[src/rtl/pwm_spi_pkg.sv]
package pwm_spi_pkg;
  localparam int FRAME_W = 16;
  localparam int BYTE_W  = 8;
  localparam int CNT_W   = 5;

  localparam logic [6:0] A_GLOBAL = 7'h00;
  localparam logic [6:0] A_POL    = 7'h05;
  localparam logic [6:0] A_ENA    = 7'h07;
  localparam logic [6:0] A_FREQ0  = 7'h08;
  localparam logic [6:0] A_DUTY0  = 7'h0C;
  localparam logic [6:0] A_WDOG   = 7'h14;

  typedef struct packed {
    logic       wr;
    logic [6:0] addr;
    logic [7:0] data;
  } frame_t;
endpackage

[src/rtl/pwm_spi_sync.sv]
module pwm_spi_sync (
  input  logic clk,
  input  logic rst_n,
  input  logic sclk,
  input  logic cs_n,
  input  logic mosi,
  output logic sclk_rise,
  output logic sclk_fall,
  output logic cs_act,
  output logic cs_start,
  output logic cs_end,
  output logic mosi_s
);
  logic [2:0] sck_q, csn_q;
  logic [1:0] mo_q;

  always_ff @(posedge clk or negedge rst_n) begin
    if (!rst_n) begin
      sck_q <= 3'b000;
      csn_q <= 3'b111;
      mo_q  <= 2'b00;
    end else begin
      sck_q <= {sck_q[1:0], sclk};
      csn_q <= {csn_q[1:0], cs_n};
      mo_q  <= {mo_q[0], mosi};
    end
  end

  assign sclk_rise = sck_q[1] & ~sck_q[2];
  assign sclk_fall = ~sck_q[1] & sck_q[2];
  assign cs_act    = ~csn_q[1];
  assign cs_start  = ~csn_q[1] & csn_q[2];
  assign cs_end    = csn_q[1] & ~csn_q[2];
  assign mosi_s    = mo_q[1];
endmodule

[src/rtl/pwm_spi_shifter.sv]
module pwm_spi_shifter
  import pwm_spi_pkg::*;
#(
  parameter int W = FRAME_W
) (
  input  logic         clk,
  input  logic         rst_n,
  input  logic         sclk_rise,
  input  logic         sclk_fall,
  input  logic         cs_act,
  input  logic         cs_start,
  input  logic         cs_end,
  input  logic         mosi_s,
  input  logic [W-1:0] resp,
  output logic         miso,
  output logic         frm_vld,
  output logic [W-1:0] frm_word
);
  localparam logic [CNT_W-1:0] FULL = CNT_W'(W);
  localparam logic [CNT_W-1:0] OVER = CNT_W'(W + 1);

  logic [CNT_W-1:0] bitcnt;
  logic [W-1:0]     rx_sh, tx_sh;

  always_ff @(posedge clk or negedge rst_n) begin
    if (!rst_n) begin
      bitcnt <= '0;
      rx_sh  <= '0;
      tx_sh  <= '0;
    end else if (cs_start) begin
      bitcnt <= '0;
      tx_sh  <= resp;
    end else if (cs_act) begin
      if (sclk_rise) begin
        rx_sh <= {rx_sh[W-2:0], mosi_s};
        if (bitcnt != OVER) bitcnt <= bitcnt + 1'b1;
      end
      if (sclk_fall && bitcnt != '0) tx_sh <= {tx_sh[W-2:0], 1'b0};
    end
  end

  assign miso     = cs_act & tx_sh[W-1];
  assign frm_vld  = cs_end && (bitcnt == FULL);
  assign frm_word = rx_sh;

  p_frame_after_release_r10: assert property (@(posedge clk) disable iff (!rst_n)
    frm_vld |-> !cs_act);
  p_count_cleared_on_select_r1: assert property (@(posedge clk) disable iff (!rst_n)
    cs_start |=> bitcnt == '0);
  p_count_bounded_r10: assert property (@(posedge clk) disable iff (!rst_n)
    bitcnt <= OVER);
endmodule

[src/rtl/pwm_spi_regfile.sv]
module pwm_spi_regfile
  import pwm_spi_pkg::*;
#(
  parameter int NCH = 4
) (
  input  logic               clk,
  input  logic               rst_n,
  input  logic               frm_vld,
  input  frame_t             frm,
  output logic [FRAME_W-1:0] resp,
  output logic [1:0]         mode,
  output logic [NCH-1:0]     pol_inv,
  output logic [NCH-1:0]     ch_en,
  output logic [NCH*8-1:0]   freq_cfg,
  output logic [NCH*8-1:0]   duty_cfg,
  output logic [7:0]         wdog_cfg
);
  localparam int RESP_PAD = FRAME_W - 2 - BYTE_W;

  logic [7:0] glob_r, pol_r, ena_r, wdog_r;
  logic [7:0] freq_r [NCH];
  logic [7:0] duty_r [NCH];
  logic [7:0] rd_byte;
  logic       hit;

  always_comb begin
    rd_byte = '0;
    hit     = 1'b1;
    unique case (frm.addr)
      A_GLOBAL: rd_byte = glob_r;
      A_POL:    rd_byte = pol_r;
      A_ENA:    rd_byte = ena_r;
      A_WDOG:   rd_byte = wdog_r;
      default: begin
        hit = 1'b0;
        for (int c = 0; c < NCH; c++) begin
          if (frm.addr == A_FREQ0 + 7'(c)) begin rd_byte = freq_r[c]; hit = 1'b1; end
          if (frm.addr == A_DUTY0 + 7'(c)) begin rd_byte = duty_r[c]; hit = 1'b1; end
        end
      end
    endcase
  end

  wire wr_go = frm_vld && frm.wr && hit;

  always_ff @(posedge clk or negedge rst_n) begin
    if (!rst_n) begin
      glob_r <= '0; pol_r <= '0; ena_r <= '0; wdog_r <= '0; resp <= '0;
    end else if (frm_vld) begin
      if (frm.wr || !frm.data[7]) resp <= '0;
      else resp <= {2'b00, {RESP_PAD{1'b0}}, rd_byte};
      if (wr_go && frm.addr == A_GLOBAL) glob_r <= frm.data;
      if (wr_go && frm.addr == A_POL)    pol_r  <= frm.data;
      if (wr_go && frm.addr == A_ENA)    ena_r  <= frm.data;
      if (wr_go && frm.addr == A_WDOG)   wdog_r <= frm.data;
    end
  end

  for (genvar c = 0; c < NCH; c++) begin : g_ch
    always_ff @(posedge clk or negedge rst_n) begin
      if (!rst_n) begin
        freq_r[c] <= '0;
        duty_r[c] <= '0;
      end else begin
        if (wr_go && frm.addr == A_FREQ0 + 7'(c)) freq_r[c] <= frm.data;
        if (wr_go && frm.addr == A_DUTY0 + 7'(c)) duty_r[c] <= frm.data;
      end
    end
    assign freq_cfg[c*8 +: 8] = freq_r[c];
    assign duty_cfg[c*8 +: 8] = duty_r[c];
    assign pol_inv[c] = pol_r[c + 2];
    assign ch_en[c]   = ena_r[c + 4];
  end

  assign mode     = glob_r[7:6];
  assign wdog_cfg = wdog_r;

  p_write_reply_zero_r3: assert property (@(posedge clk) disable iff (!rst_n)
    frm_vld && frm.wr |=> resp == '0);
  p_unflagged_read_zero_r4: assert property (@(posedge clk) disable iff (!rst_n)
    frm_vld && !frm.wr && !frm.data[7] |=> resp == '0);
  p_unmapped_write_inert_r5: assert property (@(posedge clk) disable iff (!rst_n)
    frm_vld && frm.wr && !hit |=> $stable({glob_r, pol_r, ena_r, wdog_r, freq_cfg, duty_cfg}));
  p_idle_hold_r2: assert property (@(posedge clk) disable iff (!rst_n)
    !frm_vld |=> $stable({glob_r, pol_r, ena_r, wdog_r, freq_cfg, duty_cfg, resp}));
  p_reply_top_clear_r3: assert property (@(posedge clk) disable iff (!rst_n)
    resp[FRAME_W-1:FRAME_W-2] == 2'b00);
endmodule

[src/rtl/pwm_spi_regs.sv]
module pwm_spi_regs
  import pwm_spi_pkg::*;
#(
  parameter int NCH = 4
) (
  input  logic             clk,
  input  logic             rst_n,
  input  logic             sclk,
  input  logic             cs_n,
  input  logic             mosi,
  output logic             miso,
  output logic [1:0]       mode,
  output logic [NCH-1:0]   pol_inv,
  output logic [NCH-1:0]   ch_en,
  output logic [NCH*8-1:0] freq_cfg,
  output logic [NCH*8-1:0] duty_cfg,
  output logic [7:0]       wdog_cfg
);
  logic sclk_rise, sclk_fall, cs_act, cs_start, cs_end, mosi_s, frm_vld;
  logic [FRAME_W-1:0] frm_word, resp;

  pwm_spi_sync u_sync (
    .clk(clk), .rst_n(rst_n), .sclk(sclk), .cs_n(cs_n), .mosi(mosi),
    .sclk_rise(sclk_rise), .sclk_fall(sclk_fall), .cs_act(cs_act),
    .cs_start(cs_start), .cs_end(cs_end), .mosi_s(mosi_s)
  );

  pwm_spi_shifter #(.W(FRAME_W)) u_shift (
    .clk(clk), .rst_n(rst_n), .sclk_rise(sclk_rise), .sclk_fall(sclk_fall),
    .cs_act(cs_act), .cs_start(cs_start), .cs_end(cs_end), .mosi_s(mosi_s),
    .resp(resp), .miso(miso), .frm_vld(frm_vld), .frm_word(frm_word)
  );

  pwm_spi_regfile #(.NCH(NCH)) u_regs (
    .clk(clk), .rst_n(rst_n), .frm_vld(frm_vld), .frm(frame_t'(frm_word)),
    .resp(resp), .mode(mode), .pol_inv(pol_inv), .ch_en(ch_en),
    .freq_cfg(freq_cfg), .duty_cfg(duty_cfg), .wdog_cfg(wdog_cfg)
  );

  p_miso_quiet_r1: assert property (@(posedge clk) disable iff (!rst_n)
    cs_n && $past(cs_n) && $past(cs_n, 2) && $past(cs_n, 3) |-> !miso);
endmodule

[config.mk]
export PLATFORM = sky130hd
export DESIGN_NAME = pwm_spi_regs
export DESIGN_NICKNAME = d
export VERILOG_FILES = /design/src/rtl/pwm_spi_pkg.sv /design/src/rtl/pwm_spi_sync.sv /design/src/rtl/pwm_spi_shifter.sv /design/src/rtl/pwm_spi_regfile.sv /design/src/rtl/pwm_spi_regs.sv
export SDC_FILE = /design/constraint.sdc
export NUM_CORES = 1
export LEC_CHECK = 0
export ABC_CLOCK_PERIOD_IN_PS = 6250
export CELL_PAD_IN_SITES_DETAIL_PLACEMENT = 2
export CELL_PAD_IN_SITES_GLOBAL_PLACEMENT = 2
export CORE_MARGIN = 2
export CORE_UTILIZATION = 41
export DETAILED_ROUTE_END_ITERATION = 10
export HOLD_SLACK_MARGIN = 0.15
export PLACE_DENSITY = 0.85
export SLEW_MARGIN = 20
export SYNTH_ARGS = -nofsm -noshare
export SYNTH_HDL_FRONTEND = slang
export SYNTH_HIERARCHICAL = 1
export SYNTH_SLANG_ARGS = --single-unit
[constraint.sdc]
create_clock -name clk -period 6.25 [get_ports clk]
set_input_delay 1.25 -clock clk [delete_from_list [all_inputs] [get_ports clk]]
set_output_delay 1.25 -clock clk [all_outputs]
set_load 0.01 [all_outputs]
==> summary.md <==
| Metric | Value |
|---|---|
| Routed vias | 5268 |
| Worst-path clk slew | 0.06 ns |
| Placed Cells | 848 |
| Total power | 2.487 mW |
| Hold WC Path Type | flip-flop to flip-flop |
| Post-synth ARST share | 100.0% |
| Hpwl dp | 15120 um |
| Detail Route Antenna Nets | 0 |
| Gpl congestion | 0.7882 |
| Post-synthesis cell count | 578 |
| Starting Density | 41.61% |
| Final wirelength | 25440 um |
| First drt pass iteration count | 5 |
| Port Buf Inserts | 87 |
| Sink Count | 149 |
| DR iter-0 viols | 370 |
| Final Slew Violations | 0 |
| Status | complete, no violations |
| Final Cycle Share | 53.61% |
| Final min period | 3.350 ns |
| Via density | 5.986 |
| Worst Reg-to-Reg Cells | 4 |
| Seq/Total Area, Yosys | 52.22% |
| Relative slew slack | 33.82% |
| Root Driver | clkbuf_16 |
| Total GRT Usage | 28.73% |
| Post-synth EDFFs | 0 |
| Synth Register Bits | 149 |
| Row count | 48 |
| Syn Area/Cell | 12.36 um2 |
| # diodes | 0 |
| VDD IR max | 0.1884 mV |
| Die area | 0.01850 mm2 |
| Yosys warnings | 6 |
| CTS tree | yes |
| CP Data Arrival Time | 3.66 ns |
| Max Buffers Root-to-Sink | 2 |
| Largest net degree at the start of global routing | 86 |
| Min Hold Slack | 0.3573 ns |
| Cts repair resizes | 0 |
| Endpoints failing setup | 0 |
| Layout Nets | 650 |
| Number of global-route vias before repair | 6001 |
| Num CTS Buffers | 17 |
| Netlist Area Pre-Place | 0.007147 mm2 |
| I/O pin total | 88 |
| Layout area overhead | 22.43% |
| Dominant synthesized flop cell | dfrtp_1 |
| Average wire per cell in the routed design | 28.91 um |
| Clock insertion delay at the later pin of the skew report | 0.43 ns |
| Crit Path Class | flip-flop to flip-flop |
| Lkg Pwr | 3.751 nW |
| WHS Path Cells | 0 |
| CORE AREA | 0.01718 mm2 |
| Layout cell share with drive strength beyond 1 | 25.19% |
| Post-layout util | 50.94% |
| Grt ovf | 0 |
| Worst-Margin Slew | 0.9846 ns |
| Type of origin of the critical path | flip-flop |
| Die H | 136.0 um |
| F_max | 298.5 MHz |
| Non-Filler Instances | 880 |
| Die W | 136.0 um |
| Cts hold-fix bufs | 0 |
| Layout fillers | 1649 |
| Power Density | 284.2 mW/mm2 |
| Max-cap violations | 0 |
| First-pass GRT wire length | 38740 um |
| Final count of hold timing violations | 0 |
| Setup TNS Final | 0 ns |
| Unrepaired setup endpoints after global routing | no |
| Clock skew after layout | 0.01483 ns |
| WP data required | 6.56 ns |
| H-tree Lvls | 4 |
| Synth cell types | 55 |
| Postcts setup bufs | 0 |
| Max FO, Critical Path | 22 |
| Initial antenna violation count | 0 |
| Crit. End Element | flip-flop |
| # DRC | 0 |
power by group:
group / leakage [nW] / switching, mW / internal [mW]
combinational: 1.41 / 0.106 / 0.0541
clock: 0.331 / 0.432 / 0.772
sequential: 2.01 / 0.121 / 1.00
total: 3.75 / 0.659 / 1.83
state kept, by name, summed over array words and instances, names as in the netlist:
signal	cells
u_regs/duty_cfg	32
u_regs/freq_cfg	32
u_shift/frm_word	16
u_shift/tx_sh	16
u_regs/ena_r	8
u_regs/glob_r	8
u_regs/pol_r	8
u_regs/resp	8
u_regs/wdog_cfg	8
u_shift/bitcnt	5
u_sync/csn_q	3
u_sync/sck_q	3
u_sync/mo_q	2
critical path, stage by stage, from the launching register on:
cell and delay, ns:
dfrtp_1 0.91, clkinv_1 0.54, nor4b_1 0.66, nand4_1 0.61, mux2_2 0.49
kinds of logic (layout without fill, tap and decap cells):
group | Yosys count | after routing | synth area share, %
flops | 149 | 149 | 52.22
mux | 140 | 140 | 22.55
fa+ha+maj | 3 | 3 | 0.5253
compound gates | 112 | 112 | 9.647
simple gates | 110 | 110 | 10.19
xor+xnor | 1 | 1 | 0.1226
buf+inv | 62 | 132 | 4.692
other cells | 1 | 8 | 0.05247
worst paths after layout:
kind / endpoint / start / slack (ns)
worst min register to register: u_sync/csn_q[1] / u_sync/csn_q[0] / 0.36
worst max register to register: u_regs/ena_r[2] / u_shift/frm_word[10] / 2.90
min in group asynchronous: u_shift/tx_sh[14] / rst_n / 0.88
worst max-delay path: u_regs/ena_r[2] / u_shift/frm_word[10] / 2.90
worst min-delay path: u_sync/csn_q[1] / u_sync/csn_q[0] / 0.36
max in group asynchronous: u_shift/frm_word[3] / rst_n / 4.00
per-layer routing:
metal  wire [um]  vias up  GRT usage, %
met5           0        -             0
met4         889        0         12.38
met3        1043       61         5.556
met2       13090      178         48.46
met1       10420     2804         36.00
li1            -     2225             -
through the flow:
step           setup slack [ns]  area, um2
6_report                  2.900       8750
3_5_place_dp              3.134       8069
5_1_grt                   2.793       8750
2_1_floorplan             4.163       7173
3_3_place_gp              3.322       8069
4_1_cts                   3.032       8750
area by class of cell:
cell class	count	area [um2]	share of cell area, %
clock buffers	20	456.7	5.220
clock inverters	12	224.0	2.560
inverters	6	22.52	0.2574
multi-input cells	374	3108	35.52
flip-flops and latches	149	3732	42.66
well taps	225	281.5	3.218
repair buffers	94	924.6	10.57
cell usage in the layout, fill, tap and decap left out, types with 3 or more instances in the layout:
| master | n |
|---|---|
| dfrtp_1 | 146 |
| mux2_2 | 100 |
| clkdlybuf4s50_1 | 86 |
| a21oi_1 | 24 |
| o21ai_0 | 23 |
| nor2b_1 | 18 |
| mux2_1 | 18 |
| clkbuf_16 | 17 |
| mux2i_1 | 17 |
| a31oi_1 | 17 |
| nor2_1 | 14 |
| a211oi_1 | 14 |
| nand3_1 | 13 |
| o21ai_1 | 13 |
| nand2_1 | 11 |
| and2_1 | 9 |
| nand2b_1 | 9 |
| conb_1 | 8 |
| buf_4 | 7 |
| o41ai_1 | 7 |
| bufinv_16 | 6 |
| inv_1 | 5 |
| mux4_2 | 5 |
| nor3_2 | 4 |
| or4_1 | 4 |
| a22oi_1 | 4 |
| nor4_4 | 3 |
| nor3_1 | 3 |
| a221oi_1 | 3 |
| a311oi_1 | 3 |
| ha_1 | 3 |
| dfstp_2 | 3 |
cell usage after synthesis (7+ instances only):
cell	number	area share (%)
o21ai_1	13	0.91
a31oi_1	17	1.5
a21oi_1	24	1.7
clkbuf_1	22	1.2
nand3_1	13	0.91
a211oi_1	14	1.5
o21ai_0	23	1.6
buf_2	13	0.91
nor2_1	14	0.74
nand2b_1	9	0.79
mux2_1	18	2.8
nand2_1	11	0.58
nor2b_1	19	1.7
mux2i_1	17	2.4
mux2_2	100	16
dfrtp_1	146	51
buf_4	19	2.0
o41ai_1	7	0.86
and2_1	9	0.79
Power figures use the tool's default switching activity.
